**config.mk**
```make
export PLATFORM = sky130hd
export DESIGN_NAME = lp_seq
export DESIGN_NICKNAME = d
export VERILOG_FILES = /design/src/rtl/lp_seq_pkg.sv /design/src/rtl/lp_seq_ctl.sv /design/src/rtl/lp_seq_pins.sv /design/src/rtl/lp_seq.sv
export SDC_FILE = /design/constraint.sdc
export NUM_CORES = 1
export LEC_CHECK = 0
export CAP_MARGIN = 20
export CORE_UTILIZATION = 55
export DETAILED_ROUTE_END_ITERATION = 12
export PLACE_DENSITY = 0.87
export SETUP_SLACK_MARGIN = 0.1
export SYNTH_ARGS = -nofsm -noshare
export SYNTH_HDL_FRONTEND = slang
export SYNTH_SLANG_ARGS = --single-unit
```
**constraint.sdc**
```tcl
create_clock -name clk -period 2.4 [get_ports clk]
set_input_delay 0.72 -clock clk [delete_from_list [all_inputs] [get_ports clk]]
set_output_delay 0.72 -clock clk [all_outputs]
set_load 0.02 [all_outputs]
```
**src/rtl/lp_seq_pkg.sv**
```systemverilog
package lp_seq_pkg;
  typedef enum logic [3:0] {
    ST_IDLE, ST_BST, ST_BST_WT, ST_PRE, ST_PRE_WT, ST_SR_HOLD,
    ST_SR_EXIT, ST_AREF, ST_AREF_WT, ST_PD_HOLD, ST_CS_HOLD, ST_RECOV
  } lp_state_e;

  // command encodings, {cs_n, ras_n, cas_n, we_n}
  localparam logic [3:0] CMD_NOP = 4'b0111;
  localparam logic [3:0] CMD_BST = 4'b0110;
  localparam logic [3:0] CMD_PRE = 4'b0010;
  localparam logic [3:0] CMD_REF = 4'b0001;
endpackage

```
**src/rtl/lp_seq_ctl.sv**
```systemverilog
module lp_seq_ctl
  import lp_seq_pkg::*;
#(
  parameter int BANKS     = 2,
  parameter int T_CKA     = 4,
  parameter int T_RC      = 8,
  parameter int T_RP      = 3,
  parameter int CAS_LAT   = 3,
  parameter int REF_COUNT = 4096,
  parameter int T_REF_LIM = 100000
) (
  input  logic             clk,
  input  logic             rst_n,
  input  logic             sr_req,
  input  logic             pd_req,
  input  logic             cs_req,
  input  logic             burst_active,
  input  logic [BANKS-1:0] bank_open,
  output lp_state_e        st_o
);
  localparam int M1   = (T_CKA > T_RC) ? T_CKA : T_RC;
  localparam int M2   = (T_RP > CAS_LAT) ? T_RP : CAS_LAT;
  localparam int M3   = (M1 > M2) ? M1 : M2;
  localparam int MAXV = (M3 > T_REF_LIM) ? M3 : T_REF_LIM;
  localparam int CW   = $clog2(MAXV + 1);
  localparam int RCW  = $clog2(REF_COUNT + 1);

  lp_state_e      st_q, st_d;
  logic [CW-1:0]  cnt_q, cnt_d;
  logic [RCW-1:0] rcnt_q, rcnt_d;
  logic           rearm_q, rearm_d;
  logic           cnt_en;

  always_comb begin
    st_d    = st_q;
    cnt_d   = cnt_q;
    rcnt_d  = rcnt_q;
    rearm_d = rearm_q;
    if (!pd_req && !cs_req) rearm_d = 1'b0;
    unique case (st_q)
      ST_IDLE: begin
        if (sr_req) begin
          if (burst_active)   st_d = ST_BST;
          else if (|bank_open) st_d = ST_PRE;
          else begin st_d = ST_SR_HOLD; rcnt_d = RCW'(REF_COUNT); end
        end else if (cs_req && burst_active && !rearm_q) begin
          st_d = ST_CS_HOLD; cnt_d = CW'(T_REF_LIM - 1);
        end else if (pd_req && !rearm_q) begin
          st_d = ST_PD_HOLD; cnt_d = CW'(T_REF_LIM - 1);
        end
      end
      ST_BST: begin st_d = ST_BST_WT; cnt_d = CW'(CAS_LAT - 1); end
      ST_BST_WT: begin
        if (cnt_q != '0) cnt_d = cnt_q - CW'(1);
        else if (|bank_open) st_d = ST_PRE;
        else begin st_d = ST_SR_HOLD; rcnt_d = RCW'(REF_COUNT); end
      end
      ST_PRE: begin st_d = ST_PRE_WT; cnt_d = CW'(T_RP - 1); end
      ST_PRE_WT: begin
        if (cnt_q != '0) cnt_d = cnt_q - CW'(1);
        else begin st_d = ST_SR_HOLD; rcnt_d = RCW'(REF_COUNT); end
      end
      ST_SR_HOLD: if (!sr_req) begin st_d = ST_SR_EXIT; cnt_d = CW'(T_CKA - 1); end
      ST_SR_EXIT: begin
        if (cnt_q != '0) cnt_d = cnt_q - CW'(1);
        else st_d = ST_AREF;
      end
      ST_AREF: begin
        st_d   = ST_AREF_WT;
        cnt_d  = CW'(T_RC - 1);
        rcnt_d = rcnt_q - RCW'(1);
      end
      ST_AREF_WT: begin
        if (cnt_q != '0) cnt_d = cnt_q - CW'(1);
        else if (rcnt_q == '0) st_d = ST_IDLE;
        else st_d = ST_AREF;
      end
      ST_PD_HOLD, ST_CS_HOLD: begin
        if ((st_q == ST_PD_HOLD) ? !pd_req : !cs_req) begin
          st_d = ST_RECOV; cnt_d = CW'(T_CKA - 1);
        end else if (cnt_q == '0) begin
          st_d = ST_RECOV; cnt_d = CW'(T_CKA - 1); rearm_d = 1'b1;
        end else cnt_d = cnt_q - CW'(1);
      end
      ST_RECOV: begin
        if (cnt_q != '0) cnt_d = cnt_q - CW'(1);
        else st_d = ST_IDLE;
      end
      default: st_d = ST_IDLE;
    endcase
  end

  assign cnt_en = (st_q != ST_IDLE) || (st_d != ST_IDLE);

  always_ff @(posedge clk or negedge rst_n) begin
    if (!rst_n) begin
      st_q    <= ST_IDLE;
      cnt_q   <= '0;
      rcnt_q  <= '0;
      rearm_q <= 1'b0;
    end else begin
      st_q    <= st_d;
      rearm_q <= rearm_d;
      if (cnt_en) begin
        cnt_q  <= cnt_d;
        rcnt_q <= rcnt_d;
      end
    end
  end

  assign st_o = st_q;

  // independent residency tally for the cap check
  logic [CW:0] run_q;
  always_ff @(posedge clk or negedge rst_n) begin
    if (!rst_n) run_q <= '0;
    else if (st_q == ST_PD_HOLD || st_q == ST_CS_HOLD) run_q <= run_q + 1'b1;
    else run_q <= '0;
  end

  p_sr_banks_idle_r4: assert property (@(posedge clk) disable iff (!rst_n)
    (st_q == ST_SR_HOLD && $past(st_q) != ST_SR_HOLD)
      |-> ($past(st_q) == ST_PRE_WT || ~|$past(bank_open)));
  p_ref_budget_r8: assert property (@(posedge clk) disable iff (!rst_n)
    (st_q == ST_AREF) |-> (rcnt_q != '0));
  p_resid_cap_r10: assert property (@(posedge clk) disable iff (!rst_n)
    (st_q == ST_PD_HOLD || st_q == ST_CS_HOLD) |-> (run_q < (CW+1)'(T_REF_LIM)));
  p_rearm_block_r10: assert property (@(posedge clk) disable iff (!rst_n)
    (st_q == ST_IDLE && rearm_q && (pd_req || cs_req))
      |=> (st_q != ST_PD_HOLD && st_q != ST_CS_HOLD));
  p_cs_needs_burst_r11: assert property (@(posedge clk) disable iff (!rst_n)
    (st_q == ST_CS_HOLD && $past(st_q) == ST_IDLE) |-> $past(burst_active));
endmodule

```
**src/rtl/lp_seq_pins.sv**
```systemverilog
module lp_seq_pins
  import lp_seq_pkg::*;
(
  input  logic      clk,
  input  logic      rst_n,
  input  lp_state_e st,
  input  logic [3:0] host_cmd,
  input  logic      host_a10,
  output logic      host_gnt,
  output logic      cke,
  output logic [3:0] cmd,
  output logic      a10
);
  always_comb begin
    host_gnt = 1'b0;
    cke      = 1'b1;
    cmd      = CMD_NOP;
    a10      = 1'b0;
    unique case (st)
      ST_IDLE: begin host_gnt = 1'b1; cmd = host_cmd; a10 = host_a10; end
      ST_BST:  cmd = CMD_BST;
      ST_PRE:  begin cmd = CMD_PRE; a10 = 1'b1; end
      ST_SR_HOLD: begin cke = 1'b0; cmd = CMD_REF; end
      ST_AREF: cmd = CMD_REF;
      ST_PD_HOLD, ST_CS_HOLD: cke = 1'b0;
      default: cmd = CMD_NOP;
    endcase
  end

  p_gnt_cke_r2: assert property (@(posedge clk) disable iff (!rst_n)
    host_gnt |-> cke);
  p_exit_nop_r7: assert property (@(posedge clk) disable iff (!rst_n)
    $rose(cke) |-> (cmd == CMD_NOP && !host_gnt));
endmodule

```
**src/rtl/lp_seq.sv**
```systemverilog
module lp_seq
  import lp_seq_pkg::*;
#(
  parameter int BANKS     = 2,
  parameter int T_CKA     = 4,
  parameter int T_RC      = 8,
  parameter int T_RP      = 3,
  parameter int CAS_LAT   = 3,
  parameter int REF_COUNT = 4096,
  parameter int T_REF_LIM = 100000
) (
  input  logic             clk,
  input  logic             rst_n,
  input  logic             sr_req,
  input  logic             pd_req,
  input  logic             cs_req,
  input  logic             burst_active,
  input  logic [BANKS-1:0] bank_open,
  input  logic [3:0]       host_cmd,
  input  logic             host_a10,
  output logic             host_gnt,
  output logic             sd_cke,
  output logic             sd_cs_n,
  output logic             sd_ras_n,
  output logic             sd_cas_n,
  output logic             sd_we_n,
  output logic             sd_a10
);
  logic rst_meta, rst_sync;
  always_ff @(posedge clk or negedge rst_n) begin
    if (!rst_n) begin
      rst_meta <= 1'b0;
      rst_sync <= 1'b0;
    end else begin
      rst_meta <= 1'b1;
      rst_sync <= rst_meta;
    end
  end

  lp_state_e  st;
  logic [3:0] cmd;

  lp_seq_ctl #(
    .BANKS(BANKS), .T_CKA(T_CKA), .T_RC(T_RC), .T_RP(T_RP),
    .CAS_LAT(CAS_LAT), .REF_COUNT(REF_COUNT), .T_REF_LIM(T_REF_LIM)
  ) u_ctl (
    .clk(clk), .rst_n(rst_sync), .sr_req(sr_req), .pd_req(pd_req),
    .cs_req(cs_req), .burst_active(burst_active), .bank_open(bank_open),
    .st_o(st)
  );

  lp_seq_pins u_pins (
    .clk(clk), .rst_n(rst_sync), .st(st), .host_cmd(host_cmd),
    .host_a10(host_a10), .host_gnt(host_gnt), .cke(sd_cke), .cmd(cmd),
    .a10(sd_a10)
  );

  assign {sd_cs_n, sd_ras_n, sd_cas_n, sd_we_n} = cmd;
endmodule

```
==> impl_metrics.tcl <==
set metrics [dict create \
    syn_to_final_growth_pct 26.5 \
    clockRootBuffer "clkbuf_8" \
    overflow 0 \
    synthCells 337 \
    num_rows 25 \
    grt_pass1_wl_um 11900 \
    tritoncts "yes" \
    hold_path.class "flop to asynchronous set/reset pin" \
    yosys_warnings 0 \
    totalWireLength_um 7770 \
    synth-seq-cells 37 \
    synthAdderAreaFrac_pct 1.35 \
    grt_pass1_vias 2557 \
    synth-compound-area-share_pct 28.1 \
    total_power_mw 1.36 \
    drv_slew 0 \
    endpoint_kind "output pin" \
    syn_nets 353 \
    worst-setup-path-type "flop to output pin" \
    power_frac_seq_pct 46.0 \
    p_switching_uw 284 \
    maxCapViolCount 0 \
    timing.hold.ws_ns 0.284 \
    fin_area_um2 3510 \
    rsz0062_at_grt "true" \
    antenna_found_initial 0 \
    dp_hpwl_um 5260 \
    crit_fanout 6 \
    numClockSinks 37 \
    finalSetupTns_ns 0 \
    hold_viol_final 0 \
    fin_skew_ns 0.00888 \
    synthFlopType "dfrtp_1" \
    numPortBuffers 19 \
    grt_usage_pct 28.8 \
    yosys.area_share.xor_xnor_pct 1.26 \
    timing.critical_path.buf_inv 1 \
    r2r-start "u_ctl.cnt_q[1]$_DFFE_PN0P_" \
    cp-start-kind "flop" \
    required_ns 1.68 \
    vdd_drop_max_mv 0.266 \
    power.density_nw_per_um2 386 \
    pwr-share-clk_pct 48.7 \
    path_delay_family "flip-flops" \
    setup_ws_ns 0.0991 \
    max_freq_ghz 0.435 \
    cp_cell_sequence "nor2b_2 > o21ai_0 > a21boi_2 > clkdlybuf4s15_2" \
    crit_start "u_ctl.st_o[0]$_DFF_PN0_" \
    synthArstFlopShare_pct 100 \
    vias_per_cell 6.32 \
    synth-simple-area-share_pct 27.3 \
    cp.depth 4 \
    gp_congestion 0.923 \
    wl_per_cell_um 16.9 \
    htree_levels 2 \
    status "completed" \
    synthDistinctLibCells 65 \
    critical_path.slowest_cell "dfrtp_1" \
    drc_errors 0 \
    synth_top_family_by_area "compound AO/OA/AOI/OAI gates" \
    dieArea_um2 5340 \
    die_x_um 73.1 \
    swShare_pct 20.9 \
    antenna_cells 0 \
    vias 2907 \
    critPathArrivalTime_ns 1.58 \
    ff2ff_path_depth 10 \
    drive_above_1_share_pct 23.9 \
    synth_edf_count 0 \
    start_util_pct 58.0 \
    p_leak_nw 1.52 \
    ys_seq_area_share_pct 33.3 \
    grt_max_degree 36 \
    drt_iter0_drc 303 \
    period_needed_ns 2.30 \
    postRouteAntennaNets 0 \
    clk_latency_ns 0.30 \
    pre_cts_ws_ns -0.373 \
    cts_buffers 5 \
    fin_nets 408 \
    syn_area_um2 2780 \
    clkTransAtPathRegs_ns 0.09 \
    period_share_pct 95.9 \
    power_frac_comb_pct 5.2 \
    die_y_um 73.1 \
    core_area_um2 4790 \
    cts_max_path_buffers 2 \
    synthMuxAreaShare_pct 1.62 \
    pin_count 20 \
    place_area_um2 3280 \
    internal-power_mw 1.07 \
    setup_viol_count_final 0 \
    syn_area_per_cell_um2 8.24 \
    max_stage_delay_ns 0.48 \
    dr.pass1.iters 7 \
]
==> sequential cells by signal, indices dropped and copies added (netlist names) <==
| register | flops |
|---|---|
| u_ctl.cnt_q | 17 |
| rst_sync | 1 |
| u_ctl.rearm_q | 1 |
| u_ctl.rcnt_q | 13 |
| u_ctl.st_o | 4 |
| rst_meta | 1 |
==> power by group through the flow <==
stage	clock [mW]	combinational [mW]	sequential, mW
after CTS	0.658	0.0695	0.625
after global placement	0	0.0664	0.637
after floorplan	0	0.0160	0.645
after global routing	0.689	0.0777	0.625
final	0.661	0.0711	0.625
after detailed placement	0	0.0682	0.637
==> cell usage after synthesis, types with 5 or more instances <==
| cell | instances | area [um^2] |
|---|---|---|
| nor3_1 | 15 | 75.1 |
| buf_2 | 6 | 30.0 |
| nor2_1 | 27 | 101 |
| o21ai_0 | 14 | 70.1 |
| or3_1 | 7 | 43.8 |
| nand2_1 | 28 | 105 |
| inv_1 | 18 | 67.6 |
| a21oi_1 | 15 | 75.1 |
| nor2b_1 | 5 | 31.3 |
| a31oi_1 | 12 | 75.1 |
| o21ai_1 | 19 | 95.1 |
| o211ai_1 | 5 | 37.5 |
| nand2b_1 | 10 | 62.6 |
| o31ai_1 | 8 | 60.1 |
| o22ai_1 | 11 | 68.8 |
| dfrtp_1 | 37 | 926 |
| clkbuf_1 | 7 | 26.3 |
| nand3_1 | 11 | 55.1 |
==> metrics by stage <==
stage | util [%] | instances
4_1_cts | 71.6 | 457
5_1_grt | 73.4 | 460
6_report | 73.4 | 460
2_1_floorplan | - | 337
3_3_place_gp | 68.6 | 449
3_5_place_dp | 68.6 | 449
==> final cells by class <==
type | instances | area, um^2
inverters | 19 | 71.3
clock buffers | 5 | 68.8
clock inverters | 3 | 65.1
repair buffers | 68 | 546
multi-input cells | 261 | 1750
well taps | 67 | 83.8
flip-flops and latches | 37 | 926
fillers | 309 | 1270
==> what timing repair did <==
| action | CTS | global route |
|---|---|---|
| pin swaps | 3 | 8 |
| buffers inserted | 0 | 2 |
| hold endpoints to repair | 0 | 0 |
| hold buffers | 0 | 0 |
| resized for setup | 31 | 18 |
| gates cloned | 0 | 1 |
| setup endpoints to repair | 21 | 21 |
==> path summary, 6_finish.rpt <==
kind / slack, ns / endpoint
min reg2reg: 0.28 / u_ctl.st_o[0]$_DFF_PN0_
min: 0.28 / u_ctl.st_o[0]$_DFF_PN0_
max in group asynchronous: 1.72 / rst_sync$_DFF_PN0_
max: 0.1 / sd_cke
min in group clk: 0.36 / rst_sync$_DFF_PN0_
max reg2reg: 0.15 / u_ctl.cnt_q[16]$_DFFE_PN0P_
==> placed cells by master, fill, tap and decap left out, drive strengths merged, types with 5 or more instances in the layout <==
master,n
a21oi,15
a31oi,13
and2,5
buf,54
clkbuf,6
clkdlybuf4s50,8
dfrtp,37
inv,19
nand2,28
nand2b,10
nand3,12
nand4,5
nor2,28
nor2b,5
nor3,17
nor4,5
o211ai,6
o21ai,34
o22ai,11
o31ai,8
or3,7
==> worst reg2reg max path, cell delays in order, from the launching register on <==
cell      delay, ns
dfrtp_1        0.43
inv_1          0.13
ha_1           0.19
nor4b_4        0.24
nand4_4        0.12
buf_4          0.20
o211ai_2       0.19
a21boi_4       0.12
buf_4          0.19
a31oi_1        0.21
o22ai_1        0.11
==> per-layer routing <==
layer	GRT usage [%]	share of wire, %
met1	39.5	42
met2	46.0	49
met3	5.52	7.0
met4	8.50	2.3
met5	0	0
==> logic make-up (layout without fill, tap and decap cells) <==
| logic type | after synthesis | count (layout) |
|---|---|---|
| AND/OR/NAND/NOR | 134 | 135 |
| AO/OA/AOI/OAI | 114 | 114 |
| buffers and inverters | 40 | 95 |
| flip-flops | 37 | 37 |
| XOR/XNOR | 4 | 4 |
| multiplexers | 4 | 4 |
| adder cells (fa/ha/maj) | 3 | 3 |
| other | 1 | 1 |
(Power assumes the default switching activity.)
